File: src/rtl/fifo_dreq_gen.sv
module fifo_dreq_gen #(
  parameter int DEPTH = 64,
  parameter int LW = $clog2(DEPTH + 1)
) (
  input  logic          clk,
  input  logic          rst_n,
  input  logic          wr_en,
  input  logic [7:0]    wdata,
  input  logic          rd_en,
  output logic [7:0]    rdata,
  input  logic [LW-1:0] level,
  output logic          dreq,
  output logic          auto_mode
);
  localparam int Q1 = DEPTH / 4;
  localparam int Q2 = DEPTH / 2;
  localparam int Q3 = (3 * DEPTH) / 4;

  logic       en_q;
  logic       auto_q;
  logic [2:0] sel_q;
  logic       hit;
  logic [7:0] regval;

  assign regval    = {en_q, auto_q, 3'b000, sel_q};
  assign auto_mode = auto_q;

  always_comb begin
    case (sel_q)
      3'd1:    hit = 32'(level) <= Q1;
      3'd2:    hit = 32'(level) <= Q2;
      3'd3:    hit = 32'(level) <= Q3;
      3'd4:    hit = level != '0;
      3'd5:    hit = 32'(level) >= Q1;
      3'd6:    hit = 32'(level) >= Q2;
      3'd7:    hit = 32'(level) >= Q3;
      default: hit = 1'b0;
    endcase
  end

  always_ff @(posedge clk) begin
    if (!rst_n) begin
      en_q   <= 1'b0;
      auto_q <= 1'b0;
      sel_q  <= 3'd0;
      dreq   <= 1'b0;
      rdata  <= 8'd0;
    end else begin
      if (wr_en) begin
        en_q   <= wdata[7];
        auto_q <= wdata[6];
        sel_q  <= wdata[2:0];
      end
      if (rd_en) rdata <= regval;
      dreq <= en_q & hit;
    end
  end
endmodule

File: config.mk
export PLATFORM = sky130hd
export DESIGN_NAME = fifo_dreq_gen
export DESIGN_NICKNAME = d
export VERILOG_FILES = /design/src/rtl/fifo_dreq_gen.sv
export SDC_FILE = /design/constraint.sdc
export NUM_CORES = 1
export LEC_CHECK = 0
export BUFFER_PORTS_ARGS = -buffer_cell sky130_fd_sc_hd__buf_2
export CAP_MARGIN = 20
export CORE_MARGIN = 2
export CORE_UTILIZATION = 35
export CTS_CLUSTER_SIZE = 16
export DETAILED_ROUTE_END_ITERATION = 10
export PLACE_DENSITY = 0.78
export SYNTH_ARGS = -nofsm -noshare
export SYNTH_HDL_FRONTEND = slang
export SYNTH_SLANG_ARGS = --single-unit
File: constraint.sdc
create_clock -name clk -period 2.3 [get_ports clk]
set_input_delay 0.23 -clock clk [delete_from_list [all_inputs] [get_ports clk]]
set_output_delay 0.23 -clock clk [all_outputs]
set_load 0.01 [all_outputs]
==> metrics <==
VDD IR-drop max=about 0.00025 V; post-CTS setup buffer count=0; DRC=0; CP Launch Type=register; combinational share of power=0.135; RSZ-0062 raised after global routing=no; final instance area=around 650 um^2; hold path start=wdata[0]; synth unique cells=19; starting DRC count in detailed routing=6; Place WS=between 0.8 and 0.9 ns; syn avg cell area=10.0 um^2; Routed WL per cell=10.9 um; synthesized cell area=522 um^2; max-cap violations=0; CTS tree=done; 1st-pass router iterations=4; Yosys top cell by area=dfxtp_1; total number of vias=roughly 430; Sequential Power Share=0.522; skew final=~0.0029 ns; H-Tree Level Count=1; CTS hold repair buffers=0; Max Slew Vio Count=0; post-CTS sizing=0; internal power=0.294 mW; DR vias/cell=between 4 and 5; Overflow after GRT=0; I/O Buffers=22; power per standard cell area=~600 nW/um^2; Area contributors post-synth=dfxtp_1, mux2i_1, nor2b_1, buf_4, a211oi_2; post-synthesis sequential area ratio=0.422; CTS sink cnt=11; Ys Warns=0; final WL=a little under 1000 um; CTS Buf Count=3; Rows=13; Max Freq=0.694 GHz; Overall Power=a little under 0.4 mW; FF-to-FF Start=sel_q[2]; Placed Area=about 620 um^2; clk root buf=clkbuf_4; gpl congestion=0.661; switching share of power=0.252; critical path arrival=1.61 ns; Psw=about 0.099 mW; Setup Viol. Count Final=0; largest net degree at the start of global routing=12; clk slew on worst S/H paths=about 0.07 ns; GRT Total Usage=0.127; Hold Path Class=input pin to register; starting density of the core=0.386; fin crit share=0.627; Final WS setup=around 0.86 ns; Final ANT Viol Nets=0; Worst Setup End Kind=register; Die Wd=~43 um; worst skew pair latency=0.27 ns; Synth top area share=0.422; TNS Setup=0 ns; initial antenna violation count=0; die height=between 40 and 50 um; Syn Inst Count=52; Clk pwr share=0.342; Pleak=0.318 nW; I/O pin total=29; nets=94; Die Area=between 1500 and 2000 um^2; HPWL Detailed=755 um; area delta synth->final=24.7%; count of state elements after synthesis=11; vias in the first global route=a little over 400; Worst Path Required=around 2.5 ns; first-pass GRT wire length=~1700 um; Max FO, Critical Path=6; crit path kind=register to register; ANT cells=0; Clock Tree Buf Depth=2; Crit. Startpoint=sel_q[2]; final hold vios=0; Final min period=between 1 and 1.5 ns; core area=about 1400 um^2; status=complete, no violations; share of layout cells above drive strength 1=0.378; Final Hold Slack=~0.22 ns
-- path summary, 6_finish.rpt --
check        endpoint  slack (ns)  cells after the start
max              dreq        0.86                      4
min reg2reg  rdata[7]        0.51                      2
max reg2reg      dreq        0.86                      4
min          sel_q[0]        0.22                      3
-- placed cells by master, fill, tap and decap left out --
master	n
a211oi_2	1
a21oi_1	1
a311oi_1	1
a31oi_1	1
buf_2	22
clkbuf_1	1
clkbuf_4	3
conb_1	3
dfxtp_1	11
inv_1	1
mux2i_1	10
nand2_1	1
nor2_1	1
nor2b_1	11
o211a_1	1
o211ai_1	1
o21a_1	1
o21ai_0	1
or4_4	1
or4b_2	1
-- critical path: stages, from the launching register on --
cell,delay [ns]
dfxtp_1,0.41
or4b_2,0.60
a21oi_1,0.13
a311oi_1,0.06
o211a_1,0.13
-- logic make-up after synthesis --
group	after synthesis	share of synthesized area
buffers and inverters	7	0.0719
flip-flops	11	0.422
AO/OA/AOI/OAI	8	0.120
multiplexers	10	0.192
AND/OR/NAND/NOR	15	0.187
other	1	0.00719
-- cell usage after synthesis --
| cell | instances |
|---|---|
| dfxtp_1 | 11 |
| nor2b_1 | 11 |
| mux2i_1 | 10 |
| buf_4 | 3 |
| clkbuf_1 | 3 |
| a211oi_2 | 1 |
| a21oi_1 | 1 |
| a311oi_1 | 1 |
| a31oi_1 | 1 |
| conb_1 | 1 |
| inv_1 | 1 |
| nand2_1 | 1 |
| nor2_1 | 1 |
| o211a_1 | 1 |
| o211ai_1 | 1 |
| o21a_1 | 1 |
| o21ai_0 | 1 |
| or4_4 | 1 |
| or4b_2 | 1 |
-- power by group through the flow --
stage          Clock, mW  Combinational [mW]  Sequential, mW
2_1_floorplan          0              0.0340           0.211
3_3_place_gp           0              0.0521           0.209
3_5_place_dp           0              0.0535           0.210
4_1_cts            0.139              0.0538           0.205
5_1_grt            0.149              0.0596           0.206
6_report           0.134              0.0531           0.205
-- state kept, by name, summed over array words and instances (netlist names) --
signal	flops
auto_mode	1
rdata	5
en_q	1
sel_q	3
dreq	1
-- through the flow --
step,instances,utilization
floorplan,54,-
global placement,85,0.462
finish,89,0.482
detailed placement,85,0.462
CTS,89,0.482
global route,89,0.482
-- area by class of cell --
class	instances	area [um^2]
Fill cell	139	699
Clock buffer	4	26.3
Timing Repair Buffer	22	110
Sequential cell	11	220
Inverter	1	3.75
Tap cell	15	18.8
Multi-Input combinational cell	36	272
-- metal layers --
| metal | share of wire | global-route usage | up-vias |
|---|---|---|---|
| met2 | 0.47 | 0.194 | 19 |
| met5 | 0 | 0 | - |
| met4 | 0.023 | 0.0563 | 0 |
| li1 | - | - | 216 |
| met3 | 0.099 | 0.0776 | 5 |
| met1 | 0.41 | 0.141 | 189 |
No activity file was read; power rests on OpenSTA's default activity.
